[config.mk]
export PLATFORM = sky130hd
export DESIGN_NAME = sup_reset_ctrl
export DESIGN_NICKNAME = d
export VERILOG_FILES = /design/src/rtl/sup_pkg.sv /design/src/rtl/sup_sync.sv /design/src/rtl/sup_mr_qual.sv /design/src/rtl/sup_rel_timer.sv /design/src/rtl/sup_reset_ctrl.sv
export SDC_FILE = /design/constraint.sdc
export NUM_CORES = 1
export LEC_CHECK = 0
export ABC_AREA = 1
export ABC_CLOCK_PERIOD_IN_PS = 4300
export BUFFER_PORTS_ARGS = -buffer_cell sky130_fd_sc_hd__buf_2
export CORE_UTILIZATION = 40
export CTS_BUF_LIST = sky130_fd_sc_hd__clkbuf_4 sky130_fd_sc_hd__clkbuf_8
export CTS_CLUSTER_DIAMETER = 50
export DETAILED_ROUTE_END_ITERATION = 6
export PLACE_DENSITY = 0.66
export SLEW_MARGIN = 10
export SYNTH_ARGS = -nofsm -noshare
export SYNTH_HDL_FRONTEND = slang
export SYNTH_HIERARCHICAL = 1
export SYNTH_SLANG_ARGS = --single-unit
[constraint.sdc]
create_clock -name clk -period 4.3 [get_ports clk]
set_clock_uncertainty 0.15 [all_clocks]
set_input_delay 0.86 -clock clk [delete_from_list [all_inputs] [get_ports clk]]
set_output_delay 0.86 -clock clk [all_outputs]
set_load 0.01 [all_outputs]
[src/rtl/sup_pkg.sv]
package sup_pkg;

  // flag positions inside the synchroniser vector
  localparam int unsigned NFLAG  = 4;
  localparam int unsigned FL_SUP = 0;
  localparam int unsigned FL_LL  = 1;
  localparam int unsigned FL_PF  = 2;
  localparam int unsigned FL_MR  = 3;
  // safe values while in test reset: supply bad, warnings active, button released
  localparam logic [NFLAG-1:0] FLAG_RST = 4'b1110;

  function automatic int unsigned us2cyc(input int unsigned us, input int unsigned cpu);
    return us * cpu;
  endfunction

  function automatic int unsigned cwidth(input int unsigned maxv);
    return (maxv < 2) ? 1 : $clog2(maxv + 1);
  endfunction

endpackage

[src/rtl/sup_sync.sv]
module sup_sync #(
  parameter int unsigned     W       = 4,
  parameter logic [W-1:0]    RST_VAL = '0
) (
  input  logic         clk,
  input  logic         srst,
  input  logic [W-1:0] d,
  output logic [W-1:0] q
);
  for (genvar i = 0; i < W; i++) begin : g_bit
    logic s1, s2;
    always_ff @(posedge clk) begin
      if (srst) begin
        s1 <= RST_VAL[i];
        s2 <= RST_VAL[i];
      end else begin
        s1 <= d[i];
        s2 <= s1;
      end
    end
    assign q[i] = s2;
  end
endmodule

[src/rtl/sup_mr_qual.sv]
module sup_mr_qual
  import sup_pkg::*;
#(
  parameter int unsigned QUAL_CYC = 5000,
  parameter int unsigned DLY_CYC  = 2400
) (
  input  logic clk,
  input  logic srst,
  input  logic mr_s,      // synchronised, low = pressed
  output logic qual_hit,  // low level has outlasted the bounce window
  output logic fire,      // post-qualification delay just completed
  output logic mr_act     // manual request holding reset
);
  localparam int unsigned QW = cwidth(QUAL_CYC);
  localparam int unsigned DW = cwidth(DLY_CYC);
  localparam logic [QW-1:0] QUAL_V   = QW'(QUAL_CYC);
  localparam logic [DW-1:0] DLY_LAST = DW'(DLY_CYC - 1);

  logic [QW-1:0] qcnt;
  logic [DW-1:0] dcnt;
  logic          pend;

  // consecutive low samples, saturating at the window length
  always_ff @(posedge clk) begin
    if (srst || mr_s)       qcnt <= '0;
    else if (qcnt != QUAL_V) qcnt <= qcnt + 1'b1;
  end

  assign qual_hit = !mr_s && (qcnt == QUAL_V);
  assign fire     = pend && (dcnt == DLY_LAST);

  // delay runs to completion once started
  always_ff @(posedge clk) begin
    if (srst) begin
      pend <= 1'b0;
      dcnt <= '0;
    end else if (fire) begin
      pend <= 1'b0;
    end else if (pend) begin
      dcnt <= dcnt + 1'b1;
    end else if (qual_hit && !mr_act) begin
      pend <= 1'b1;
      dcnt <= '0;
    end
  end

  always_ff @(posedge clk) begin
    if (srst)      mr_act <= 1'b0;
    else if (fire) mr_act <= 1'b1;
    else if (mr_s) mr_act <= 1'b0;
  end
endmodule

[src/rtl/sup_rel_timer.sv]
module sup_rel_timer
  import sup_pkg::*;
#(
  parameter int unsigned TO_CYC = 40000000
) (
  input  logic clk,
  input  logic srst,
  input  logic fault,
  output logic done
);
  localparam int unsigned TW = cwidth(TO_CYC);
  localparam logic [TW-1:0] TO_V = TW'(TO_CYC);

  logic [TW-1:0] tcnt;

  // any fault restarts the count from zero
  always_ff @(posedge clk) begin
    if (srst || fault) tcnt <= '0;
    else if (!done)    tcnt <= tcnt + 1'b1;
  end

  assign done = (tcnt == TO_V);
endmodule

[src/rtl/sup_reset_ctrl.sv]
module sup_reset_ctrl
  import sup_pkg::*;
#(
  parameter int unsigned CYC_PER_US = 200,
  parameter int unsigned TIMEOUT_US = 200000,
  parameter int unsigned MR_QUAL_US = 25,
  parameter int unsigned MR_DLY_US  = 12
) (
  input  logic clk,
  input  logic test_rst,
  input  logic supply_ok,
  input  logic lowline_flag,
  input  logic pfail_flag,
  input  logic mr_n,
  output logic rst_n,
  output logic lowline_n,
  output logic pfail_n
);
  localparam int unsigned TO_CYC   = us2cyc(TIMEOUT_US, CYC_PER_US);
  localparam int unsigned QUAL_CYC = us2cyc(MR_QUAL_US, CYC_PER_US);
  localparam int unsigned DLY_CYC  = us2cyc(MR_DLY_US, CYC_PER_US);

  logic [NFLAG-1:0] raw, synced;
  logic sup_s, ll_s, pf_s, mr_s;
  logic qual_hit, fire, mr_act, fault, tmr_done;
  logic rst_n_q, lowline_n_q, pfail_n_q;

  assign raw = {mr_n, pfail_flag, lowline_flag, supply_ok};

  sup_sync #(.W(NFLAG), .RST_VAL(FLAG_RST)) u_sync (
    .clk(clk), .srst(test_rst), .d(raw), .q(synced)
  );

  assign sup_s = synced[FL_SUP];
  assign ll_s  = synced[FL_LL];
  assign pf_s  = synced[FL_PF];
  assign mr_s  = synced[FL_MR];

  sup_mr_qual #(.QUAL_CYC(QUAL_CYC), .DLY_CYC(DLY_CYC)) u_mr (
    .clk(clk), .srst(test_rst), .mr_s(mr_s),
    .qual_hit(qual_hit), .fire(fire), .mr_act(mr_act)
  );

  assign fault = !sup_s || mr_act;

  sup_rel_timer #(.TO_CYC(TO_CYC)) u_tmr (
    .clk(clk), .srst(test_rst), .fault(fault), .done(tmr_done)
  );

  always_ff @(posedge clk) begin
    if (test_rst) begin
      rst_n_q     <= 1'b0;
      lowline_n_q <= 1'b0;
      pfail_n_q   <= 1'b0;
    end else begin
      rst_n_q     <= !fault && tmr_done;
      lowline_n_q <= !ll_s;
      pfail_n_q   <= !pf_s;
    end
  end

  assign rst_n     = rst_n_q;
  assign lowline_n = lowline_n_q;
  assign pfail_n   = pfail_n_q;
endmodule

==> qor.yml <==
outcome:
  outcome: "complete, no violations"
sta:
  hold_viol_final: 0
  period_share: 0.4683
  rsz0062_at_grt: "false"
  slew_headroom: 0.6130
  fin_crit_ns: 2.014
  slew_violations: 0
  tightest_slew_ns: 0.5784
  tns_ns: 0
  setup_viol_count_final: 0
  fmax_mhz: 496.6
setup_path:
  slowest_delay_ns: 0.44
  critPathSlowestCell: "nand2_1"
  crit_buf_inv: 1
  worstPathRequired_ns: 4.36
  worstPathArrival_ns: 2.07
  crit_chain: "ha_1 -> nand2_2 -> nor2_8 -> nand3_4 -> nand2_1 -> inv_1 -> o21ai_0 -> a21oi_1"
  critPathLaunchType: "flop"
  end_kind: "flop"
  timing.critical_path.depth: 8
  r2r_cells: 8
  critPathKind: "flop to flop"
  path_max_fanout: 12
  cp_top_family: "simple AND/OR/NAND/NOR gates"
  rrSetupSlack_ns: 2.29
clocking:
  tritoncts: "built"
  cts.sinks: 64
  cts-buffers-inserted: 9
  htree_num_levels: 3
  cts_setup_buffers: 0
  cts_max_path_buffers: 2
  path_clk_slew_ns: 0.06
  root_buffer: "clkbuf_8"
  insertion_delay_ns: 0.33
  ctsHoldBuffers: 0
  cts_resized: 0
placement:
  placed_area_um2: 3637
  dp_hpwl_um: 5500
  gp_congestion: 0.9097
  io_buffers: 8
floorplan:
  die_y_um: 95.97
  initial_utilization: 0.4214
  core_um2: 8382
  rows: 33
  io_pins: 9
  dieArea_um2: 9210
  die_w_um: 95.97
synthesis:
  synth_area_um2: 3532
  synth_nets: 552
  synthCells: 541
  yosysWarnings: 6
  synth.avg_cell_area_um2: 6.529
global_routing:
  grt_first_pass_wirelength_um: 12790
  grt_pass1_vias: 2942
  track_usage: 0.1785
  grt_max_degree: 20
  grt_overflow_total: 0
  antenna_found_initial: 0
power:
  p_clk_frac: 0.439
  p_int_uw: 863.9
  p_sw_frac: 0.2164
  power.leakage_nw: 1.489
  power.switching_uw: 238.6
  powerDensity_nw_per_um2: 288.2
  total_power_mw: 1.102
  seq_power_share: 0.543
  pwr-share-comb: 0.017
  irDropWorstVdd_uv: 276.3
detailed_routing:
  first_pass_iters: 4
  wl_per_cell_um: 11.05
  vias_per_cell: 4.837
  drc: 0
  route.vias.total: 3197
  drt-initial-drc-count: 185
  routed_wl_um: 7306
  ant_nets: 0
cells_and_area:
  design_area_um2: 3825
  area_growth_pct: 8.289
  fin_nets: 562
  final_core_util: 0.4563
  antennaDiodeCount: 0
  drive_gt1_frac: 0.1151
min_path:
  hold_class: "flop to flop"
  hold_depth: 1
run:
  cap_violations: 0
==> area by class of cell <==
class | count | area [µm²]
timing repair buffer | 9 | 47.55
fill | 871 | 4557
inverter | 83 | 311.5
clock buffer | 13 | 172.7
tap | 105 | 131.4
multi-input combinational | 384 | 1866
sequential | 64 | 1281
clock inverter | 3 | 15.01
==> path summary, 6_finish.rpt <==
kind | endpoint | startpoint
min reg2reg | pfail_n | u_sync/g_bit[2].s2
min | pfail_n | u_sync/g_bit[2].s2
max | u_mr/dcnt[0] | u_mr/dcnt[0]
max reg2reg | u_mr/dcnt[0] | u_mr/dcnt[0]
==> worst register-to-register path, cell delays in order, from the launching register on <==
cell	delay, ns
dfxtp_1	0.39
ha_1	0.19
nand2_2	0.11
nor2_8	0.19
nand3_4	0.10
nand2_1	0.44
inv_1	0.11
o21ai_0	0.17
a21oi_1	0.05
==> per-layer routing <==
| metal | track usage | part of all wire | vias to the layer above |
|---|---|---|---|
| met1 | 0.2479 | 0.51 | 1417 |
| met5 | 0 | 0 | - |
| met4 | 0.07711 | 0.015 | 0 |
| met2 | 0.2720 | 0.43 | 66 |
| li1 | - | - | 1707 |
| met3 | 0.02923 | 0.042 | 7 |
==> metrics by stage <==
step	setup slack, ns	std cells	hold slack (ns)
6_report	2.286	661	0.2386
2_1_floorplan	2.543	541	0.2366
5_1_grt	2.051	661	0.2515
3_3_place_gp	1.998	645	0.2302
3_5_place_dp	1.948	645	0.2325
4_1_cts	2.264	661	0.2418
==> flip-flops by register name, indices dropped and copies added, names as in the netlist <==
signal and flops:
pfail_n 1, u_sync/g_bit.s2 4, u_tmr/tcnt 26, u_mr/qcnt 13, u_mr/mr_act 1, u_sync/g_bit.s1 4
lowline_n 1, u_mr/dcnt 12, u_mr/pend 1, rst_n 1
==> power groups by stage <==
stage	Combinational, mW	Sequential, mW	Clock [mW]
after floorplan	0.0145	0.612	0
after global placement	0.0191	0.612	0
after detailed placement	0.0196	0.612	0
after CTS	0.0196	0.599	0.499
after global routing	0.0225	0.599	0.525
final	0.0193	0.599	0.484
==> placed cells by master, fill, tap and decap left out <==
master	count
nand2_2	7
inv_2	3
or2_0	1
nor2_1	103
nand3b_1	2
o22ai_1	1
nor2_4	3
nand4_1	5
nor4_1	1
nand3_4	1
o21bai_1	2
or2_2	1
nand2_1	128
buf_2	8
nor3_1	6
clkbuf_8	12
a21oi_1	26
buf_4	1
xor2_1	4
nand3_2	12
a21oi_2	7
clkbuf_4	1
clkinv_2	3
a211oi_1	1
ha_1	5
o21ai_1	1
dfxtp_1	64
xnor2_1	1
o21ai_0	23
nor2_2	3
nor3_2	1
nor2_8	1
nor3b_1	1
nand3_1	37
inv_1	80
Power figures use the tool's default switching activity.
